<file path="config.mk">
export PLATFORM = sky130hd
export DESIGN_NAME = fivelvl_gate_gen
export DESIGN_NICKNAME = d
export VERILOG_FILES = /design/src/rtl/fivelvl_pkg.sv /design/src/rtl/fivelvl_ref_front.sv /design/src/rtl/fivelvl_band_fsm.sv /design/src/rtl/fivelvl_level_sel.sv /design/src/rtl/fivelvl_gate_map.sv /design/src/rtl/fivelvl_gate_gen.sv
export SDC_FILE = /design/constraint.sdc
export NUM_CORES = 1
export LEC_CHECK = 0
export ABC_AREA = 1
export BUFFER_PORTS_ARGS = -buffer_cell sky130_fd_sc_hd__buf_4
export CAP_MARGIN = 20
export CORE_AREA = 4 4 78 80
export CTS_BUF_LIST = sky130_fd_sc_hd__clkbuf_4 sky130_fd_sc_hd__clkbuf_8 sky130_fd_sc_hd__clkbuf_16
export DETAILED_ROUTE_END_ITERATION = 6
export DIE_AREA = 0 0 82 84
export GPL_ROUTABILITY_DRIVEN = 0
export SLEW_MARGIN = 20
export SYNTH_ARGS = -nofsm -noshare
export SYNTH_HDL_FRONTEND = slang
export SYNTH_SLANG_ARGS = --single-unit
</file>
<file path="constraint.sdc">
create_clock -name clk_i -period 7 [get_ports clk_i]
set_input_delay 0.35 -clock clk_i [delete_from_list [all_inputs] [get_ports clk_i]]
set_output_delay 0.35 -clock clk_i [all_outputs]
set_load 0.02 [all_outputs]
</file>
<file path="src/rtl/fivelvl_pkg.sv">
package fivelvl_pkg;

    typedef enum logic [1:0] {
        BAND_OFF   = 2'd0,
        BAND_INNER = 2'd1,
        BAND_OUTER = 2'd2
    } band_t;

    typedef enum logic [1:0] {
        LVL_ZERO = 2'd0,
        LVL_HALF = 2'd1,
        LVL_FULL = 2'd2
    } level_t;

    localparam int GATE_N   = 5;
    localparam int G_AUX    = 0;
    localparam int G_FAST_P = 1;
    localparam int G_FAST_N = 2;
    localparam int G_LEG_N  = 3;
    localparam int G_LEG_P  = 4;

endpackage

</file>
<file path="src/rtl/fivelvl_ref_front.sv">
module fivelvl_ref_front #(
    parameter int REF_W = 16
) (
    input  logic signed [REF_W-1:0] ref_i,
    output logic        [REF_W-1:0] mag_o,
    output logic                    zero_o,
    output logic                    neg_o
);

    always_comb begin
        neg_o  = ref_i[REF_W-1];
        zero_o = (ref_i == '0);
        if (neg_o) begin
            mag_o = (~ref_i) + REF_W'(1);
        end else begin
            mag_o = ref_i;
        end
    end

endmodule

</file>
<file path="src/rtl/fivelvl_band_fsm.sv">
module fivelvl_band_fsm
    import fivelvl_pkg::*;
#(
    parameter int MAG_W    = 16,
    parameter int CAR_PEAK = 2000
) (
    input  logic             clk_i,
    input  logic             rst_i,
    input  logic [MAG_W-1:0] mag_i,
    input  logic             zero_i,
    input  logic             neg_i,
    output band_t            band_q,
    output band_t            band_nxt,
    output logic             pol_neg_q,
    output logic             pol_neg_nxt
);

    localparam logic [MAG_W-1:0] PEAK_M = MAG_W'(CAR_PEAK);

    logic over_peak;
    logic crossing;

    assign over_peak = (mag_i > PEAK_M);
    assign crossing  = zero_i || (neg_i != pol_neg_q);

    always_comb begin
        band_nxt = band_q;
        unique case (band_q)
            BAND_OFF: begin
                if (!zero_i) begin
                    band_nxt = over_peak ? BAND_OUTER : BAND_INNER;
                end
            end
            BAND_INNER: begin
                band_nxt = over_peak ? BAND_OUTER : BAND_INNER;
            end
            BAND_OUTER: begin
                if (crossing) begin
                    band_nxt = over_peak ? BAND_OUTER : BAND_INNER;
                end
            end
            default: band_nxt = BAND_OFF;
        endcase
        pol_neg_nxt = zero_i ? pol_neg_q : neg_i;
    end

    always_ff @(posedge clk_i) begin
        if (rst_i) begin
            band_q    <= BAND_OFF;
            pol_neg_q <= 1'b0;
        end else begin
            band_q    <= band_nxt;
            pol_neg_q <= pol_neg_nxt;
        end
    end

    // outer band kept while the sign holds and the reference is nonzero
    p_outer_hold_r5: assert property (@(posedge clk_i) disable iff (rst_i)
        (band_q == BAND_OUTER && !zero_i && neg_i == pol_neg_q) |=> band_q == BAND_OUTER);

    // the block stays off until a nonzero reference appears
    p_off_wait_r1: assert property (@(posedge clk_i) disable iff (rst_i)
        (band_q == BAND_OFF && zero_i) |=> band_q == BAND_OFF);

    // a zero reference never leaves the block in the outer band
    p_zero_exit_r6: assert property (@(posedge clk_i) disable iff (rst_i)
        (band_q == BAND_OUTER && zero_i) |=> band_q == BAND_INNER);

endmodule

</file>
<file path="src/rtl/fivelvl_level_sel.sv">
module fivelvl_level_sel
    import fivelvl_pkg::*;
#(
    parameter int MAG_W    = 16,
    parameter int CAR_W    = 12,
    parameter int CAR_PEAK = 2000
) (
    input  band_t            band_i,
    input  logic [MAG_W-1:0] mag_i,
    input  logic [CAR_W-1:0] car_i,
    output level_t           level_o
);

    localparam logic [MAG_W-1:0] PEAK_M = MAG_W'(CAR_PEAK);

    logic [MAG_W-1:0] car_ext;
    logic [MAG_W-1:0] excess;

    generate
        if (CAR_W < MAG_W) begin : g_pad
            assign car_ext = {{(MAG_W-CAR_W){1'b0}}, car_i};
        end else begin : g_cut
            assign car_ext = car_i[MAG_W-1:0];
        end
    endgenerate

    assign excess = (mag_i > PEAK_M) ? (mag_i - PEAK_M) : '0;

    always_comb begin
        level_o = LVL_ZERO;
        unique case (band_i)
            BAND_OFF:   level_o = LVL_ZERO;
            BAND_INNER: level_o = (mag_i > car_ext) ? LVL_HALF : LVL_ZERO;
            BAND_OUTER: level_o = (excess > car_ext) ? LVL_FULL : LVL_HALF;
            default:    level_o = LVL_ZERO;
        endcase
    end

endmodule

</file>
<file path="src/rtl/fivelvl_gate_map.sv">
module fivelvl_gate_map
    import fivelvl_pkg::*;
(
    input  band_t             band_i,
    input  level_t            level_i,
    input  logic              neg_i,
    output logic [GATE_N-1:0] gate_o
);

    always_comb begin
        gate_o = '0;
        if (band_i != BAND_OFF) begin
            if (neg_i) begin
                gate_o[G_LEG_N] = 1'b1;
            end else begin
                gate_o[G_LEG_P] = 1'b1;
            end
            unique case (level_i)
                LVL_ZERO: ;
                LVL_HALF: gate_o[G_AUX] = 1'b1;
                LVL_FULL: begin
                    if (neg_i) begin
                        gate_o[G_FAST_N] = 1'b1;
                    end else begin
                        gate_o[G_FAST_P] = 1'b1;
                    end
                end
                default: ;
            endcase
        end
    end

endmodule

</file>
<file path="src/rtl/fivelvl_gate_gen.sv">
module fivelvl_gate_gen
    import fivelvl_pkg::*;
#(
    parameter int REF_W    = 16,
    parameter int CAR_W    = 12,
    parameter int CAR_PEAK = 2000
) (
    input  logic                    clk_i,
    input  logic                    rst_i,
    input  logic signed [REF_W-1:0] ref_i,
    input  logic        [CAR_W-1:0] car_i,
    output logic        [4:0]       gate_o
);

    localparam int MAG_W = REF_W;

    logic [MAG_W-1:0]  mag;
    logic              ref_zero;
    logic              ref_neg;
    band_t             band_q;
    band_t             band_nxt;
    logic              pol_neg_q;
    logic              pol_neg_nxt;
    level_t            level;
    logic [GATE_N-1:0] gate_nxt;
    logic [GATE_N-1:0] gate_q;

    fivelvl_ref_front #(.REF_W(REF_W)) u_front (
        .ref_i  (ref_i),
        .mag_o  (mag),
        .zero_o (ref_zero),
        .neg_o  (ref_neg)
    );

    fivelvl_band_fsm #(.MAG_W(MAG_W), .CAR_PEAK(CAR_PEAK)) u_fsm (
        .clk_i       (clk_i),
        .rst_i       (rst_i),
        .mag_i       (mag),
        .zero_i      (ref_zero),
        .neg_i       (ref_neg),
        .band_q      (band_q),
        .band_nxt    (band_nxt),
        .pol_neg_q   (pol_neg_q),
        .pol_neg_nxt (pol_neg_nxt)
    );

    fivelvl_level_sel #(.MAG_W(MAG_W), .CAR_W(CAR_W), .CAR_PEAK(CAR_PEAK)) u_level (
        .band_i  (band_nxt),
        .mag_i   (mag),
        .car_i   (car_i),
        .level_o (level)
    );

    fivelvl_gate_map u_map (
        .band_i  (band_nxt),
        .level_i (level),
        .neg_i   (pol_neg_nxt),
        .gate_o  (gate_nxt)
    );

    always_ff @(posedge clk_i) begin
        if (rst_i) begin
            gate_q <= '0;
        end else begin
            gate_q <= gate_nxt;
        end
    end

    assign gate_o = gate_q;

    // reset clears every gate on the next edge
    p_reset_clear_r1: assert property (@(posedge clk_i)
        rst_i |=> gate_o == '0);

    // the two polarity switches are never on together
    p_legs_exclusive_r7: assert property (@(posedge clk_i) disable iff (rst_i)
        !(gate_o[G_LEG_N] && gate_o[G_LEG_P]));

    // at most one carrier-rate switch is on
    p_fast_onehot_r10: assert property (@(posedge clk_i) disable iff (rst_i)
        $onehot0(gate_o[2:0]));

    // a full level only appears in the outer band
    p_full_outer_r4: assert property (@(posedge clk_i) disable iff (rst_i)
        (gate_o[G_FAST_P] || gate_o[G_FAST_N]) |-> band_q == BAND_OUTER);

    // a zero reference keeps the polarity switches where they were
    p_leg_hold_r8: assert property (@(posedge clk_i) disable iff (rst_i)
        (ref_zero && band_q != BAND_OFF) |=> $stable(gate_o[4:3]));

    // polarity switch follows the sign of a nonzero reference
    p_leg_sign_r7: assert property (@(posedge clk_i) disable iff (rst_i)
        (!ref_zero && !ref_neg) |=> gate_o[G_LEG_P]);

endmodule

</file>
Word level (Yosys, flattened, before mapping)
Cells that the tools add are included.
- register bits after elaboration: 8
- bits of input ports: 30
- output and inout port bits: 5
- word-level logic and storage cells: 38
- magnitude comparators: 3
- reductions and logical operators: 6
- eq/ne operators: 7
- bitwise operators: 3
- multiplexer cells: 13
- add/subtract/negate cells: 2
- operators with widths (operator ; count):
    $gt 16x12->1 ; 2
    $mux 16 ; 2
    $add 16x2->16 const B ; 1
    $gt 16x11->1 const B ; 1
    $logic_not 16->1 ; 1
    $not 16->16 ; 1
    $sub 16x11->16 const B ; 1
    $mux 2 ; 4
    $eq 2x1->1 const B ; 3
    $eq 2x2->1 const B ; 3
    $pmux 2 s3 ; 1
    $mux 1 ; 5
    $pmux 2 s2 ; 1
    $reduce_or 3->1 ; 1
    $logic_not 2->1 ; 1
    $not 1->1 ; 2
    $reduce_bool 2->1 ; 1
    $reduce_or 2->1 ; 1
    $logic_or 1x1->1 ; 1
    $ne 1x1->1 ; 1

Longest topological paths before layout
- depth after elaboration: 12
- depth in mapped cells: 27
- gate-level depth less buffers: 27

Cells and area by module
From an unflattened synthesis, not the netlist that was laid out.
- cells, all modules: 358
- area total of the unflattened synthesis: 2020.7 sq um
- modules (own cells, without submodules) (module ; cells an instance ; instances ; area an instance (sq um) ; seq. area each (sq um)):
    fivelvl_level_sel ; 179 ; 1 ; 1038.5 ; 0.0
    fivelvl_ref_front ; 94 ; 1 ; 489.2 ; 0.0
    fivelvl_band_fsm ; 58 ; 1 ; 297.8 ; 60.1
    fivelvl_gate_gen ; 15 ; 1 ; 137.6 ; 100.1
    fivelvl_gate_map ; 12 ; 1 ; 57.6 ; 0.0

Worst setup path before layout
OpenSTA, ideal clock, no wires.
- path type: input to register
- from: input ref_i[0]
- to: register gate_q[1], in the netlist gate_o[1]
- arrival: 3.032 ns
- stages on the path: 25
- setup slack: 3.847 ns
- setup time: 0.121 ns
- path through: inv_1 -> ha_1 -> nand2_1 -> nand2_1 -> nand2_1 -> nand2_2 -> inv_2 -> ha_1 -> inv_1 -> nand2_2 -> nor2_4 -> nand3_1 -> nor2_1 -> nor2_1 -> buf_2 -> nor3_1 -> ha_1 -> a21oi_1 -> o21ai_0 -> a21oi_1 -> o221ai_1 -> o41ai_1 -> nand2_1 -> o2111ai_1 -> nor2_1
- word-level cells in the longest chain between the ends: 12
- elaborated cells between the ends (all ways): 26
- ends and longest elaborated chain (what ; RTL line ; source):
    from (decl) ; fivelvl_gate_gen.sv:10 ; input logic signed [REF_W-1:0] ref_i,
    parallel branches: the longest is 12 deep, another holds $add 16x2->16 ; -- ;
    to (signal assigned) ; fivelvl_gate_gen.sv:65 ; gate_q <= gate_nxt;
    to (decl) ; fivelvl_gate_gen.sv:26 ; logic [GATE_N-1:0] gate_q;
Several ways; the timed one is not identified.
A chain may end at the register's enable or synchronous reset.

Worst setup path after layout
- from: input ref_i[0]
- to: register gate_q[2], in the netlist gate_o[2]
Same word-level chain as after synthesis.

==> reports/qor_table.md <==
| Quantity | This run | Unit |
|---|---|---|
| I/O pin cnt | 35 | - |
| Clock tree root driver cell | clkbuf_8 | - |
| Slowest cell on the critical path | nor2_1 | - |
| Mapped Nets | 361 | - |
| DRC violation count after routing | 0 | - |
| Detailed router's first-iteration violation count | 38 | - |
| Min-Delay Path Class | input pin to register | - |
| Crit path required time | 7.11 | ns |
| Post-synthesis cell count | 301 | - |
| Overflow after GRT | 0 | - |
| Worst slack after detailed placement | 2.92 | ns |
| Per-cell via count in the routed design | 4.54 | - |
| Vias in the first global route | 1619 | - |
| Overall die area | 6890 | um^2 |
| Count of nets left with antenna violations after detail routing | 0 | - |
| Area of the mapped netlist | 1860 | um^2 |
| Floorplan Core Area | 5410 | um^2 |
| Share of synthesized cell area in full adder, half adder and majority cells | 20.2 | % |
| Routed wire per std cell | 10.6 | um |
| RSZ-0062 raised after global routing | false | - |
| First-pass iteration count of the detailed router | 4 | - |
| Worst path arrival time | 3.95 | ns |
| Max-Slew Margin vs Limit | 48.0 | % |
| Period Utilization, post-route | 54.9 | % |
| Diode count | 0 | - |
| Minimum clock period | 3.84 | ns |
| Peak ir drop on the vdd network | 0.0750 | mV |
| Placed cells | 403 | - |
| Fin cells | 406 | - |
| Clock Pin Slew Worst Setup and Hold Paths | 0.04 | ns |
| Worst stage delay on the critical path | 0.60 | ns |
| Startpoint Class | input pin | - |
| Buffers and inverters on the worst path | 4 | - |
| Dominant combinational cell family by area after synthesis | simple AND/OR/NAND/NOR gates | - |
| Critical path endpoint category | register | - |
| Wire length of the first global-routing pass | 7110 | um |
| Number of antenna violations at the first check in global routing | 0 | - |
| Crit Path Class | input pin to register | - |
| Delay-heaviest family, CP | simple AND/OR/NAND/NOR gates | - |
| Status | finished, final reports clean | - |
| Fmax | 0.260 | GHz |
| Syn avg cell area | 6.17 | um^2 |
| Setup fix buffers added after clock tree synthesis | 0 | - |
| Reg-to-reg startpoint | u_fsm.pol_neg_q$_SDFF_PP0_ | - |
| Number of stages on the worst hold path | 2 | - |
| Number of different library cells in the post-synthesis netlist | 34 | - |
| Core Rows | 27 | - |
| Pwr dens | 112 | nW/um^2 |
| Worst Clk Skew | 0.00172 | ns |
| Startpoint of the worst hold path | rst_i | - |
| Clock tree from TritonCTS | done | - |
| Final net count | 396 | - |
| Die Y | 84 | um |
| Number of resized instances in the post-cts repair step | 0 | - |
| Worst-margin pin slew | 0.777 | ns |
| Reg-to-reg setup timing slack | 5.31 | ns |
| Effective utilization at floorplan | 34.4 | % |
| Clock latency of the later-clocked register in the worst-skew pair | 0.22 | ns |
| Number of filler instances in the final layout | 598 | - |
| Area growth, synth to finish | 19.6 | % |
| Complex-gate fraction of the synthesized area | 11.5 | % |
| Number of cells on the worst reg-to-reg path | 11 | - |
| Final-report hold violation count | 0 | - |
| Reg2reg end | gate_o[2]$_SDFF_PP0_ | - |
| Level count of the clock H-tree | 1 | - |
| Total of endpoints with negative setup slack in the final report | 0 | - |
| Post-synthesis mux area share | 0 | % |
| Count of hold buffers inserted by post-cts repair | 0 | - |
| GRT Util Overall | 12.7 | % |
| Total vias in the final route | 1843 | - |
| Half-perimeter wire length of the detailed placement result | 3840 | um |
| Layout cells sized above 1 | 24.6 | % |
| End of the worst hold path | u_fsm.band_q[1]$_SDFF_PP0_ | - |
| Leakage power | 1.23 | nW |
| Xor and xnor fraction of the mapped netlist area | 3.30 | % |
| Routed WL | 4300 | um |
| Sequential cell area fraction in the yosys report | 8.63 | % |
| Flop and latch count out of synthesis | 8 | - |
| Number of port buffers | 34 | - |
| Aggregate negative setup slack | 0 | ns |
| Worst-path maximum fanout | 12 | - |
| Maximum clock insertion buffer count | 2 | - |
| Number of max-capacitance violations reported | 0 | - |
| Most common cell type on the critical path | nand2_1 | - |
| TritonCTS buffer count | 3 | - |
| Critical-path cell list | buf_4, inv_1, ha_1, nand2_1, nand2_1, nand2_1, nand2_2, ha_1, nand3_1, nor2_1, nand3_1, inv_1, nor2_1, nor2_1, inv_1, o21ai_0, a21oi_1, ha_1, nand2_1, o41ai_1, nand2_1, o2111ai_1, nor2_1 | - |
| Simple-gate share of the synthesized area | 43.8 | % |
| Worst setup margin | 3.16 | ns |
| Yosys warning count | 0 | - |
| Clock Sinks | 8 | - |
| Max-slew violation total from the final report | 0 | - |
| Maximum number of pins on one net before global-route repair | 26 | - |
| Horiz. Die Dim | 82 | um |
power breakdown:
part	internal, W	switching [W]
registers	0.0000493	0.00000125
logic	0.0000596	0.0000861
clock network	0.0000371	0.0000160
total	0.000146	0.000103
per-stage QoR:
step | cell area (um^2) | hold slack (ns) | utilization [%] | total power [W]
floorplan | 1860 | 0.422 | - | 0.000156
global placement | 2180 | 0.550 | 40.3 | 0.000196
detailed placement | 2180 | 0.549 | 40.3 | 0.000197
CTS | 2220 | 0.313 | 41.1 | 0.000252
global route | 2220 | 0.321 | 41.1 | 0.000275
finish | 2220 | 0.316 | 41.1 | 0.000249
cell usage after synthesis:
| cell type | number | area share, % |
|---|---|---|
| o21bai_1 | 1 | 0.40 |
| o21bai_4 | 1 | 1.0 |
| o21ai_1 | 1 | 0.27 |
| buf_4 | 1 | 0.40 |
| a21oi_4 | 1 | 0.88 |
| nand2_1 | 62 | 13 |
| o41ai_1 | 1 | 0.47 |
| nand2_2 | 14 | 4.7 |
| nor2_4 | 2 | 1.2 |
| nand4_1 | 4 | 1.3 |
| o211ai_1 | 1 | 0.40 |
| o2111ai_1 | 1 | 0.47 |
| xnor2_1 | 2 | 0.94 |
| a21oi_1 | 15 | 4.0 |
| nand3_2 | 5 | 2.7 |
| nor3_1 | 4 | 1.1 |
| nor2_2 | 7 | 2.4 |
| nand2_4 | 4 | 2.4 |
| nor4_1 | 2 | 0.67 |
| nor2_8 | 1 | 1.1 |
| buf_2 | 3 | 0.81 |
| nand3b_1 | 3 | 1.2 |
| xor2_1 | 5 | 2.4 |
| ha_1 | 30 | 20 |
| dfxtp_1 | 8 | 8.6 |
| or2_1 | 1 | 0.34 |
| inv_2 | 10 | 2.0 |
| o21a_1 | 2 | 0.81 |
| nand3_1 | 18 | 4.9 |
| inv_1 | 46 | 9.3 |
| nor2_1 | 36 | 7.3 |
| o21ai_0 | 7 | 1.9 |
| a211oi_1 | 1 | 0.40 |
| o221ai_1 | 1 | 0.47 |
worst max-delay path by stage:
| stage | start | to | cells past startpoint |
|---|---|---|---|
| after floorplan | ref_i[0] | gate_o[1]$_SDFF_PP0_ | 25 |
| after global placement | ref_i[0] | gate_o[2]$_SDFF_PP0_ | 23 |
| after detailed placement | ref_i[0] | gate_o[1]$_SDFF_PP0_ | 23 |
| after CTS | ref_i[0] | gate_o[1]$_SDFF_PP0_ | 23 |
| after global routing | ref_i[0] | gate_o[0]$_SDFF_PP0_ | 24 |
| final | ref_i[0] | gate_o[2]$_SDFF_PP0_ | 23 |
cell type report:
cell class                      count  area (um^2)  share of cell area [%]
Tap cell                           72         90.1                    4.06
Sequential cell                     8          160                    7.21
Multi-Input combinational cell    233         1460                    65.9
Inverter                           56          210                    9.46
Timing Repair Buffer               34          255                    11.5
Clock buffer                        3         41.3                    1.86
cell usage in the layout (no fill, tap or decap), types with 3 or more instances in the layout:
cell type / instances
buf_4: 34
nand3_1: 18
a21oi_1: 15
ha_1: 30
nand4_1: 4
inv_1: 46
inv_2: 10
nor3_1: 4
nand2_4: 4
nand2_1: 62
nor2_1: 36
nor2_2: 7
xor2_1: 5
nand2_2: 14
nand3_2: 5
dfxtp_1: 8
o21ai_0: 7
clkbuf_8: 3
nand3b_1: 3
state kept, by name, summed over array words and instances (netlist names):
register,count
gate_o,5
u_fsm.band_q,2
u_fsm.pol_neg_q,1
kinds of logic after synthesis:
logic type | count (synthesis)
adders and majority gates | 30
AOI/OAI and AO/OA | 33
DFF | 8
buffers and inverters | 60
and+or+nand+nor | 163
xor gates and xnor gates | 7
worst reg2reg max path: cells and delay by family, from the launching register on:
kind | cells | cell delay [ns]
buffers and inverters | 3 | 0.18
flip-flops | 1 | 0.31
XOR/XNOR | 1 | 0.12
AO/OA/AOI/OAI | 1 | 0.24
adder cells (fa/ha/maj) | 1 | 0.31
AND/OR/NAND/NOR | 5 | 0.41
routing by layer:
metal | vias to the layer above | track usage, % | wire [um]
met4 | 0 | 0.453 | 0
met5 | - | 0 | 0
met3 | 0 | 1.62 | 217
met2 | 41 | 19.5 | 1870
li1 | 1025 | - | -
met1 | 777 | 19.5 | 2210
Power figures use the tool's default switching activity.
